### config.mk
export PLATFORM = sky130hd
export DESIGN_NAME = hb_commit_ctrl
export DESIGN_NICKNAME = d
export VERILOG_FILES = /design/src/rtl/hb_pkg.sv /design/src/rtl/hb_ctx_buf.sv /design/src/rtl/hb_drain_pick.sv /design/src/rtl/hb_commit_ctrl.sv
export SDC_FILE = /design/constraint.sdc
export NUM_CORES = 2
export LEC_CHECK = 0
export BUFFER_PORTS_ARGS = -buffer_cell sky130_fd_sc_hd__clkbuf_2
export CELL_PAD_IN_SITES_DETAIL_PLACEMENT = 1
export CELL_PAD_IN_SITES_GLOBAL_PLACEMENT = 2
export CORE_UTILIZATION = 35
export DETAILED_ROUTE_END_ITERATION = 16
export PLACE_DENSITY = 0.65
export SKIP_LAST_GASP = 1
export SLEW_MARGIN = 40
export SYNTH_ARGS = -nofsm -noshare
export SYNTH_HDL_FRONTEND = slang
export SYNTH_SLANG_ARGS = --single-unit
export TNS_END_PERCENT = 1
### constraint.sdc
create_clock -name clk_i -period 54.4 [get_ports clk_i]
set_input_delay 10.88 -clock clk_i [delete_from_list [all_inputs] [get_ports clk_i]]
set_output_delay 10.88 -clock clk_i [all_outputs]
set_load 0.1 [all_outputs]
### src/rtl/hb_pkg.sv
package hb_pkg;
  // distance of slot a from ring head h
  function automatic int ring_dist(input int a, input int h, input int n);
    return (a + n - h) % n;
  endfunction
endpackage

### src/rtl/hb_ctx_buf.sv
module hb_ctx_buf #(
  parameter int SLOTS  = 16,
  parameter int REG_W  = 5,
  parameter int IDX_W  = 6,
  parameter int DATA_W = 16,
  parameter int CNT_W  = 5,
  parameter int SLOT_W = 4
) (
  input  logic                              clk_i,
  input  logic                              rst_ni,
  input  logic                              alloc_i,
  input  logic [CNT_W-1:0]                  alloc_cnt_i,
  input  logic                              flush_i,
  input  logic                              out_en_i,
  input  logic [REG_W-1:0]                  out_reg_i,
  input  logic [IDX_W-1:0]                  out_idx_i,
  input  logic [DATA_W-1:0]                 out_data_i,
  input  logic                              exit_en_i,
  input  logic [IDX_W-1:0]                  exit_idx_i,
  input  logic [CNT_W-1:0]                  exit_cnt_i,
  input  logic                              pop_en_i,
  input  logic [SLOT_W-1:0]                 pop_slot_i,
  output logic [SLOTS-1:0]                  vld_o,
  output logic [SLOTS-1:0][REG_W-1:0]       reg_o,
  output logic [SLOTS-1:0][IDX_W-1:0]       idx_o,
  output logic [SLOTS-1:0][DATA_W-1:0]      data_o,
  output logic [CNT_W-1:0]                  expect_o,
  output logic [CNT_W-1:0]                  count_o
);
  logic [SLOTS-1:0]             vld_q;
  logic [SLOTS-1:0][REG_W-1:0]  reg_q;
  logic [SLOTS-1:0][IDX_W-1:0]  idx_q;
  logic [SLOTS-1:0][DATA_W-1:0] data_q;
  logic [IDX_W-1:0]             exit_idx_q;
  logic [CNT_W-1:0]             expect_q;

  logic              hit_any, free_any, in_window, beyond;
  logic [SLOT_W-1:0] hit_slot, free_slot;
  logic [CNT_W-1:0]  cnt;

  assign in_window = out_idx_i <= exit_idx_q;

  always_comb begin
    hit_any   = 1'b0;
    hit_slot  = '0;
    free_any  = 1'b0;
    free_slot = '0;
    cnt       = '0;
    beyond    = 1'b0;
    for (int i = 0; i < SLOTS; i++) begin
      if (vld_q[i] && reg_q[i] == out_reg_i) begin
        hit_any  = 1'b1;
        hit_slot = SLOT_W'(i);
      end
      cnt = cnt + CNT_W'(vld_q[i]);
      if (vld_q[i] && idx_q[i] > exit_idx_q) beyond = 1'b1;
    end
    for (int i = SLOTS - 1; i >= 0; i--) begin
      if (!vld_q[i]) begin
        free_any  = 1'b1;
        free_slot = SLOT_W'(i);
      end
    end
  end

  always_ff @(posedge clk_i or negedge rst_ni) begin
    if (!rst_ni) begin
      vld_q      <= '0;
      reg_q      <= '0;
      idx_q      <= '0;
      data_q     <= '0;
      exit_idx_q <= '1;
      expect_q   <= '0;
    end else if (alloc_i) begin
      vld_q      <= '0;
      expect_q   <= alloc_cnt_i;
      exit_idx_q <= '1;
    end else if (flush_i) begin
      vld_q <= '0;
    end else begin
      if (exit_en_i) begin
        exit_idx_q <= exit_idx_i;
        expect_q   <= exit_cnt_i;
        for (int i = 0; i < SLOTS; i++)
          if (idx_q[i] > exit_idx_i) vld_q[i] <= 1'b0;
      end
      if (out_en_i && in_window) begin
        if (hit_any) begin
          if (out_idx_i > idx_q[hit_slot]) begin
            idx_q[hit_slot]  <= out_idx_i;
            data_q[hit_slot] <= out_data_i;
          end
        end else if (free_any) begin
          vld_q[free_slot]  <= 1'b1;
          reg_q[free_slot]  <= out_reg_i;
          idx_q[free_slot]  <= out_idx_i;
          data_q[free_slot] <= out_data_i;
        end
      end
      if (pop_en_i) vld_q[pop_slot_i] <= 1'b0;
    end
  end

  assign vld_o    = vld_q;
  assign reg_o    = reg_q;
  assign idx_o    = idx_q;
  assign data_o   = data_q;
  assign expect_o = expect_q;
  assign count_o  = cnt;

  logic quiet;
  assign quiet = !alloc_i && !flush_i && !exit_en_i && !pop_en_i;

  a_r8_exit_purge: assert property (@(posedge clk_i) disable iff (!rst_ni)
    exit_en_i && !alloc_i && !flush_i |=> !beyond);
  a_r7_dup_count: assert property (@(posedge clk_i) disable iff (!rst_ni)
    out_en_i && in_window && hit_any && quiet |=> count_o == $past(count_o));
  a_r10_no_overflow: assert property (@(posedge clk_i) disable iff (!rst_ni)
    out_en_i && !hit_any && !free_any && quiet |=> count_o == $past(count_o));
endmodule

### src/rtl/hb_drain_pick.sv
module hb_drain_pick #(
  parameter int SLOTS  = 16,
  parameter int REG_W  = 5,
  parameter int IDX_W  = 6,
  parameter int SLOT_W = 4
) (
  input  logic [SLOTS-1:0]            vld_i,
  input  logic [SLOTS-1:0][REG_W-1:0] reg_i,
  input  logic [SLOTS-1:0][IDX_W-1:0] idx_i,
  output logic                        any_o,
  output logic [SLOT_W-1:0]           sel_o
);
  localparam int KEY_W = IDX_W + REG_W;
  logic [KEY_W-1:0] best;

  // lowest {index, register} key wins
  always_comb begin
    any_o = 1'b0;
    sel_o = '0;
    best  = '1;
    for (int i = 0; i < SLOTS; i++) begin
      if (vld_i[i] && (!any_o || {idx_i[i], reg_i[i]} < best)) begin
        any_o = 1'b1;
        sel_o = SLOT_W'(i);
        best  = {idx_i[i], reg_i[i]};
      end
    end
  end
endmodule

### src/rtl/hb_commit_ctrl.sv
module hb_commit_ctrl #(
  parameter int NCTX   = 4,
  parameter int SLOTS  = 16,
  parameter int REG_W  = 5,
  parameter int IDX_W  = 6,
  parameter int DATA_W = 16,
  localparam int CTX_W  = $clog2(NCTX),
  localparam int SLOT_W = $clog2(SLOTS),
  localparam int CNT_W  = $clog2(SLOTS + 1)
) (
  input  logic              clk_i,
  input  logic              rst_ni,
  input  logic              alloc_valid_i,
  input  logic [CNT_W-1:0]  alloc_count_i,
  output logic              alloc_ready_o,
  output logic [CTX_W-1:0]  alloc_id_o,
  input  logic              out_valid_i,
  input  logic [CTX_W-1:0]  out_ctx_i,
  input  logic              out_pred_i,
  input  logic [REG_W-1:0]  out_reg_i,
  input  logic [IDX_W-1:0]  out_idx_i,
  input  logic [DATA_W-1:0] out_data_i,
  input  logic              exit_valid_i,
  input  logic [CTX_W-1:0]  exit_ctx_i,
  input  logic [IDX_W-1:0]  exit_idx_i,
  input  logic [CNT_W-1:0]  exit_count_i,
  input  logic              exit_mispred_i,
  output logic              rf_we_o,
  output logic [REG_W-1:0]  rf_addr_o,
  output logic [DATA_W-1:0] rf_data_o
);
  logic [NCTX-1:0]  ctx_vld_q;
  logic [CTX_W-1:0] head_q, tail_q;
  logic             drain_q;

  logic [NCTX-1:0][SLOTS-1:0]             b_vld;
  logic [NCTX-1:0][SLOTS-1:0][REG_W-1:0]  b_reg;
  logic [NCTX-1:0][SLOTS-1:0][IDX_W-1:0]  b_idx;
  logic [NCTX-1:0][SLOTS-1:0][DATA_W-1:0] b_data;
  logic [NCTX-1:0][CNT_W-1:0]             b_exp, b_cnt;
  logic [NCTX-1:0]                        younger;

  logic go, head_closed, exit_acc, flush, alloc_acc, out_acc, any, free;
  logic [SLOT_W-1:0] sel;
  logic [IDX_W-1:0]  sel_idx;

  assign go          = ctx_vld_q[head_q] && !drain_q && b_cnt[head_q] == b_exp[head_q];
  assign head_closed = drain_q || go;
  assign exit_acc    = exit_valid_i && ctx_vld_q[exit_ctx_i]
                       && !(exit_ctx_i == head_q && head_closed);
  assign flush       = exit_acc && exit_mispred_i;
  assign alloc_ready_o = !(&ctx_vld_q);
  assign alloc_acc   = alloc_valid_i && alloc_ready_o && !flush;
  assign out_acc     = out_valid_i && out_pred_i && ctx_vld_q[out_ctx_i]
                       && !(out_ctx_i == head_q && head_closed)
                       && !(exit_acc && exit_ctx_i == out_ctx_i);
  assign alloc_id_o  = tail_q;

  for (genvar c = 0; c < NCTX; c++) begin : g_ctx
    assign younger[c] = flush && (hb_pkg::ring_dist(c, int'(head_q), NCTX)
                        > hb_pkg::ring_dist(int'(exit_ctx_i), int'(head_q), NCTX));
    hb_ctx_buf #(
      .SLOTS(SLOTS), .REG_W(REG_W), .IDX_W(IDX_W), .DATA_W(DATA_W),
      .CNT_W(CNT_W), .SLOT_W(SLOT_W)
    ) u_buf (
      .clk_i       (clk_i),
      .rst_ni      (rst_ni),
      .alloc_i     (alloc_acc && tail_q == CTX_W'(c)),
      .alloc_cnt_i (alloc_count_i),
      .flush_i     (younger[c]),
      .out_en_i    (out_acc && out_ctx_i == CTX_W'(c)),
      .out_reg_i   (out_reg_i),
      .out_idx_i   (out_idx_i),
      .out_data_i  (out_data_i),
      .exit_en_i   (exit_acc && exit_ctx_i == CTX_W'(c)),
      .exit_idx_i  (exit_idx_i),
      .exit_cnt_i  (exit_count_i),
      .pop_en_i    (rf_we_o && head_q == CTX_W'(c)),
      .pop_slot_i  (sel),
      .vld_o       (b_vld[c]),
      .reg_o       (b_reg[c]),
      .idx_o       (b_idx[c]),
      .data_o      (b_data[c]),
      .expect_o    (b_exp[c]),
      .count_o     (b_cnt[c])
    );
  end

  hb_drain_pick #(
    .SLOTS(SLOTS), .REG_W(REG_W), .IDX_W(IDX_W), .SLOT_W(SLOT_W)
  ) u_pick (
    .vld_i (b_vld[head_q]),
    .reg_i (b_reg[head_q]),
    .idx_i (b_idx[head_q]),
    .any_o (any),
    .sel_o (sel)
  );

  assign rf_we_o   = drain_q && any;
  assign free      = drain_q && !any;
  assign rf_addr_o = b_reg[head_q][sel];
  assign rf_data_o = b_data[head_q][sel];
  assign sel_idx   = b_idx[head_q][sel];

  always_ff @(posedge clk_i or negedge rst_ni) begin
    if (!rst_ni) begin
      ctx_vld_q <= '0;
      head_q    <= '0;
      tail_q    <= '0;
      drain_q   <= 1'b0;
    end else begin
      for (int c = 0; c < NCTX; c++) begin
        if (younger[c]) ctx_vld_q[c] <= 1'b0;
        if (free && head_q == CTX_W'(c)) ctx_vld_q[c] <= 1'b0;
        if (alloc_acc && tail_q == CTX_W'(c)) ctx_vld_q[c] <= 1'b1;
      end
      if (free) head_q <= head_q + 1'b1;
      if (flush) tail_q <= exit_ctx_i + 1'b1;
      else if (alloc_acc) tail_q <= tail_q + 1'b1;
      if (free) drain_q <= 1'b0;
      else if (go) drain_q <= 1'b1;
    end
  end

  a_r6_head_after_drain: assert property (@(posedge clk_i) disable iff (!rst_ni)
    (head_q != $past(head_q)) |-> $past(drain_q));
  a_r5_drain_order: assert property (@(posedge clk_i) disable iff (!rst_ni)
    rf_we_o && $past(rf_we_o) |-> {sel_idx, rf_addr_o} > $past({sel_idx, rf_addr_o}));
  a_r2_full_hold: assert property (@(posedge clk_i) disable iff (!rst_ni)
    alloc_valid_i && !alloc_ready_o && !flush |=> tail_q == $past(tail_q));
  a_r9_flush_tail: assert property (@(posedge clk_i) disable iff (!rst_ni)
    flush |=> alloc_id_o == CTX_W'($past(exit_ctx_i) + 1'b1));
endmodule

==> results summary <==
The flow ran to the end, and the final reports show no timing, DRC or antenna violations. The weighted congestion at the end of routability-driven global placement is 0.962. The post-detailed-route count of antenna-violating nets came out at 0. The total overflow left after global routing is 0. STA classifies the critical path startpoint as a register.

For this run, the post-layout net count is 9838. The post-layout minimum cycle time came out at 52.31 ns. The reported net switching power came out at 1.69 mW.

The number of primary I/O pins came out at 79. The effective utilization at floorplan came out at 0.352. The startpoint identified for the worst hold timing path is g_ctx[3].u_buf.data_o[36]$_DFFE_PN0P_. Clock latency on the worst-skew pair, taken at its later pin, is 0.94 ns. The synthesized instance count came out at 9149. The longest clock path from root to sink contains 4 buffers. In this run the worst hold path is classified as reg2reg. The type of the worst setup path is reg2out. The internal power consumption came out at 2.92 mW. The die area came out at 319000 sq um. In the global route stage, overall resource usage came out at 0.296. The floorplan step defined a core boundary enclosing 315000 sq um. The largest net degree at the start of global routing is 96. The worst endpoint data arrival time came out at 41.43 ns.

The total number of placement rows is 206. The violation count after the first detailed-routing iteration is 6490. The peak fanout along the critical path came out at 27. Across the run, the number of max-cap violations was 0. The average wire length per cell after detail routing came out at 35.1 um.

The part of the power in registers is 0.332. The fill cell instance count of the final layout is 32820. The final-report setup violation count is 0.

The cell count of the worst reg-to-reg path is 164. The maximum clock rate came out at 19.1 MHz. Setup repair after global routing left no endpoint under its margin. Final hold analysis gives a worst-case slack of 0.500 ns. The deepest level of the CTS H-tree is 4. The worst setup path is captured at an output pin. The switching part of the total power is 0.366. The final-layout setup total negative slack is 0 ns. The fraction of power consumed by combinational cells came out at 0.332. The proportion of layout cells with a drive suffix above 1 came out at 0.347. The primary flip-flop cell chosen by synthesis mapping is sky130_fd_sc_hd__dfrtp_1. The sum of net half-perimeters after detailed placement came out at 339000 um. The largest voltage drop on the vdd net came out at 0.0727 mV. CTS placed an instance of sky130_fd_sc_hd__clkbuf_16 at the clock tree root.

The CTS tree is yes. For this run, the slowest stage of the critical path takes 0.73 ns. The origin of the critical flop-to-flop path is head_q[1]$_DFFE_PN0P_. The first detailed-routing pass ran for 5 iterations.

The worst register-to-register path has a setup slack of 14.33 ns. In the finished design, the share of the clock period the worst path needs comes to 0.962. The area growth from synthesis to layout is 13.6%.

For this block, the via count after detailed routing is 80993. The width of the chip came out at 564 um. The number of buffer cells added on primary ports came out at 78.

The maximum clock skew at final layout came out at 0.0840 ns. The number of max-slew violations in the final report came to 0. The fraction of registers with async set/reset came out at 1.00. The number of remaining DRC errors is 0. The path with the worst hold slack has its endpoint at g_ctx[3].u_buf.data_o[36]$_DFFE_PN0P_. The cell area after synthesis came out at 111000 sq um. The die is 564 um tall.

The leakage power of the design came out at 60.1 nW. The TritonCTS sink count came out at 1845. Power spread over the standard cell area amounts to 36.6 nW/um^2. For the pin with the worst max-slew slack, the measured transition is 0.980 ns. The share of total power dissipated in the clock network is 0.336. The first-pass GRT wire length is 670000 um. Data on the critical path is required at its endpoint by 43.52 ns. The number of nets in the synthesized netlist is 9855.

The distinct cell type count of the synthesized netlist is 102. The sequential share of the synthesized area is 0.417. The number of antenna violations at the first check in global routing is 24. The number of enable flip-flop cells after synthesis came out at 0.

The number of synthesis warnings came out at 0. The average via count per standard cell came out at 6.01. The count of state elements after synthesis came out at 1845. The average footprint of a synthesized cell came out at 12.1 sq um. The clock buffer count from CTS is 219. The count of cells along the worst hold path is 1. The terminus of the critical flop-to-flop path is g_ctx[1].u_buf.vld_o[6]$_DFF_PN0_. The post-detailed-routing wire length came out at 473000 um. The headroom to the max-slew limit came out at 0.347. After clock tree synthesis, the clock-pin slew on the worst setup and hold paths is 0.06 ns.

The via count of the first global-routing pass came to 85196. The number of failing hold endpoints at the final stage came out at 0. For this design, the slowest cell found on the critical path is sky130_fd_sc_hd__mux4_2.

In this design, the critical path's most frequently occurring cell is sky130_fd_sc_hd__a21o_1.
-- critical path, delay by kind of cell, from the launching register on --
kind | cells | cell delay [ns]
AOI/OAI and AO/OA | 100 | 23.68
adders and majority gates | 15 | 4.55
buffers and inverters | 14 | 2.92
DFF | 1 | 0.63
muxes | 6 | 2.15
and+or+nand+nor | 31 | 6.48
-- synth_stat cells, types with 21 or more instances --
| library cell | instances | area [sq um] |
|---|---|---|
| sky130_fd_sc_hd__nand4_1 | 145 | 907 |
| sky130_fd_sc_hd__and2_1 | 48 | 300 |
| sky130_fd_sc_hd__o211ai_1 | 43 | 323 |
| sky130_fd_sc_hd__and3_1 | 46 | 288 |
| sky130_fd_sc_hd__a211oi_1 | 43 | 323 |
| sky130_fd_sc_hd__a21o_1 | 66 | 495 |
| sky130_fd_sc_hd__clkbuf_1 | 476 | 1790 |
| sky130_fd_sc_hd__mux2i_1 | 251 | 2510 |
| sky130_fd_sc_hd__a21oi_1 | 273 | 1370 |
| sky130_fd_sc_hd__o311ai_0 | 21 | 184 |
| sky130_fd_sc_hd__nor4_1 | 61 | 382 |
| sky130_fd_sc_hd__a31oi_1 | 83 | 519 |
| sky130_fd_sc_hd__nand2b_1 | 113 | 707 |
| sky130_fd_sc_hd__o22ai_1 | 36 | 225 |
| sky130_fd_sc_hd__nand3_1 | 85 | 425 |
| sky130_fd_sc_hd__a22oi_1 | 73 | 548 |
| sky130_fd_sc_hd__dfstp_2 | 24 | 631 |
| sky130_fd_sc_hd__mux4_2 | 448 | 10100 |
| sky130_fd_sc_hd__nor3_1 | 84 | 420 |
| sky130_fd_sc_hd__inv_1 | 299 | 1120 |
| sky130_fd_sc_hd__fa_1 | 42 | 841 |
| sky130_fd_sc_hd__ha_1 | 610 | 7630 |
| sky130_fd_sc_hd__nand2_1 | 423 | 1590 |
| sky130_fd_sc_hd__xor2_1 | 176 | 1540 |
| sky130_fd_sc_hd__or2_2 | 31 | 194 |
| sky130_fd_sc_hd__mux2_2 | 1785 | 20100 |
| sky130_fd_sc_hd__nor2b_1 | 136 | 851 |
| sky130_fd_sc_hd__o21a_1 | 141 | 1060 |
| sky130_fd_sc_hd__o21ai_0 | 289 | 1450 |
| sky130_fd_sc_hd__dfrtp_1 | 1821 | 45600 |
| sky130_fd_sc_hd__buf_2 | 66 | 330 |
| sky130_fd_sc_hd__xnor2_1 | 180 | 1580 |
| sky130_fd_sc_hd__o221ai_1 | 61 | 534 |
| sky130_fd_sc_hd__o22a_1 | 32 | 280 |
| sky130_fd_sc_hd__nor2_1 | 299 | 1120 |
| sky130_fd_sc_hd__buf_1 | 93 | 349 |
-- through the flow --
stage          instances  worst slack [ns]  utilization  area (sq um)  total power, mW
3_5_place_dp       13050              1.31        0.374        118000             3.07
4_1_cts            13453             0.190        0.398        125000             4.63
5_1_grt            13475            0.0395        0.399        126000             4.78
6_report           13481              2.09        0.399        126000             4.60
2_1_floorplan       9149              4.51            -        111000             2.46
3_3_place_gp       13014           -0.0390        0.371        117000             3.03
-- sequential cells by signal, summed over array words and instances, names as in the netlist --
register	flops
drain_q	1
g_ctx.u_buf.expect_o	20
head_q	2
g_ctx.u_buf.reg_o	320
ctx_vld_q	4
g_ctx.u_buf.data_o	1024
g_ctx.u_buf.vld_o	64
g_ctx.u_buf.exit_idx_q	24
g_ctx.u_buf.idx_o	384
alloc_id_o	2
-- layout by cell type, fill, tap and decap left out, types with 63 or more instances in the layout --
| cell | instances |
|---|---|
| sky130_fd_sc_hd__a31oi_1 | 81 |
| sky130_fd_sc_hd__o21ai_0 | 279 |
| sky130_fd_sc_hd__mux2_2 | 1785 |
| sky130_fd_sc_hd__a21o_1 | 66 |
| sky130_fd_sc_hd__a22oi_1 | 72 |
| sky130_fd_sc_hd__ha_1 | 610 |
| sky130_fd_sc_hd__inv_1 | 293 |
| sky130_fd_sc_hd__nand3_1 | 82 |
| sky130_fd_sc_hd__buf_4 | 266 |
| sky130_fd_sc_hd__clkbuf_8 | 63 |
| sky130_fd_sc_hd__o21a_1 | 141 |
| sky130_fd_sc_hd__nor2b_1 | 133 |
| sky130_fd_sc_hd__mux2i_1 | 246 |
| sky130_fd_sc_hd__nand2b_1 | 110 |
| sky130_fd_sc_hd__xnor2_1 | 180 |
| sky130_fd_sc_hd__a21oi_1 | 267 |
| sky130_fd_sc_hd__xor2_1 | 176 |
| sky130_fd_sc_hd__nor2_1 | 245 |
| sky130_fd_sc_hd__mux4_2 | 448 |
| sky130_fd_sc_hd__nand2_1 | 416 |
| sky130_fd_sc_hd__dfrtp_1 | 1819 |
| sky130_fd_sc_hd__nand4_1 | 145 |
| sky130_fd_sc_hd__nor3_1 | 75 |
| sky130_fd_sc_hd__clkbuf_16 | 225 |
-- cell families (layout without fill, tap and decap cells) --
kind of cell             after synthesis  in the layout  synth area share
AO/OA/AOI/OAI                       1319           1319            0.0787
AND/OR/NAND/NOR                     1544           1544            0.0705
adder cells (fa/ha/maj)              653            653            0.0766
other                                  0              7                 0
flip-flops                          1845           1845             0.417
XOR/XNOR                             356            356            0.0282
buffers and inverters                947           1112            0.0333
multiplexers                        2485           2485             0.295
-- how the worst max path moves through the flow --
stage | from | end | slack, ns
final | head_q[1]$_DFFE_PN0P_ | rf_data_o[1] | 2.09
after global routing | head_q[1]$_DFFE_PN0P_ | rf_data_o[1] | 0.04
after CTS | head_q[1]$_DFFE_PN0P_ | rf_data_o[1] | 0.19
after detailed placement | head_q[1]$_DFFE_PN0P_ | rf_data_o[1] | 1.31
after global placement | head_q[1]$_DFFE_PN0P_ | rf_addr_o[1] | -0.04
after floorplan | head_q[1]$_DFFE_PN0P_ | rf_addr_o[1] | 4.51
-- area by class of cell --
cell class              instances  area (sq um)  share of cell area
clock inverters                74           922             0.00733
repair buffers                408          3870              0.0308
diodes                          7          17.5            0.000139
inverters                     301          1140             0.00906
well taps                    4160          5200              0.0414
multi-input cells            6357         61700               0.491
flip-flops and latches       1845         46200               0.368
clock buffers                 329          6610              0.0526
-- what timing repair did --
action	CTS	global route
gates resized for setup	0	12
hold buffers	0	0
endpoints found under the setup margin	0	21
setup buffers	0	13
-- routing by layer --
metal  vias to the layer above  GRT usage  part of all wire
met1                     43766      0.394              0.43
met2                      2509      0.470              0.46
met3                       858     0.0403             0.052
met5                         -          0           0.00017
li1                      33848          -                 -
met4                        12      0.152             0.060
-- power groups by stage --
stage               Clock (mW)  Sequential (mW)  Combinational [mW]
finish                    1.55             1.53                1.53
global route              1.63             1.54                1.61
CTS                       1.58             1.53                1.52
detailed placement           0             1.56                1.51
global placement             0             1.56                1.47
floorplan                    0             1.52               0.938
Power figures use the tool's default switching activity.
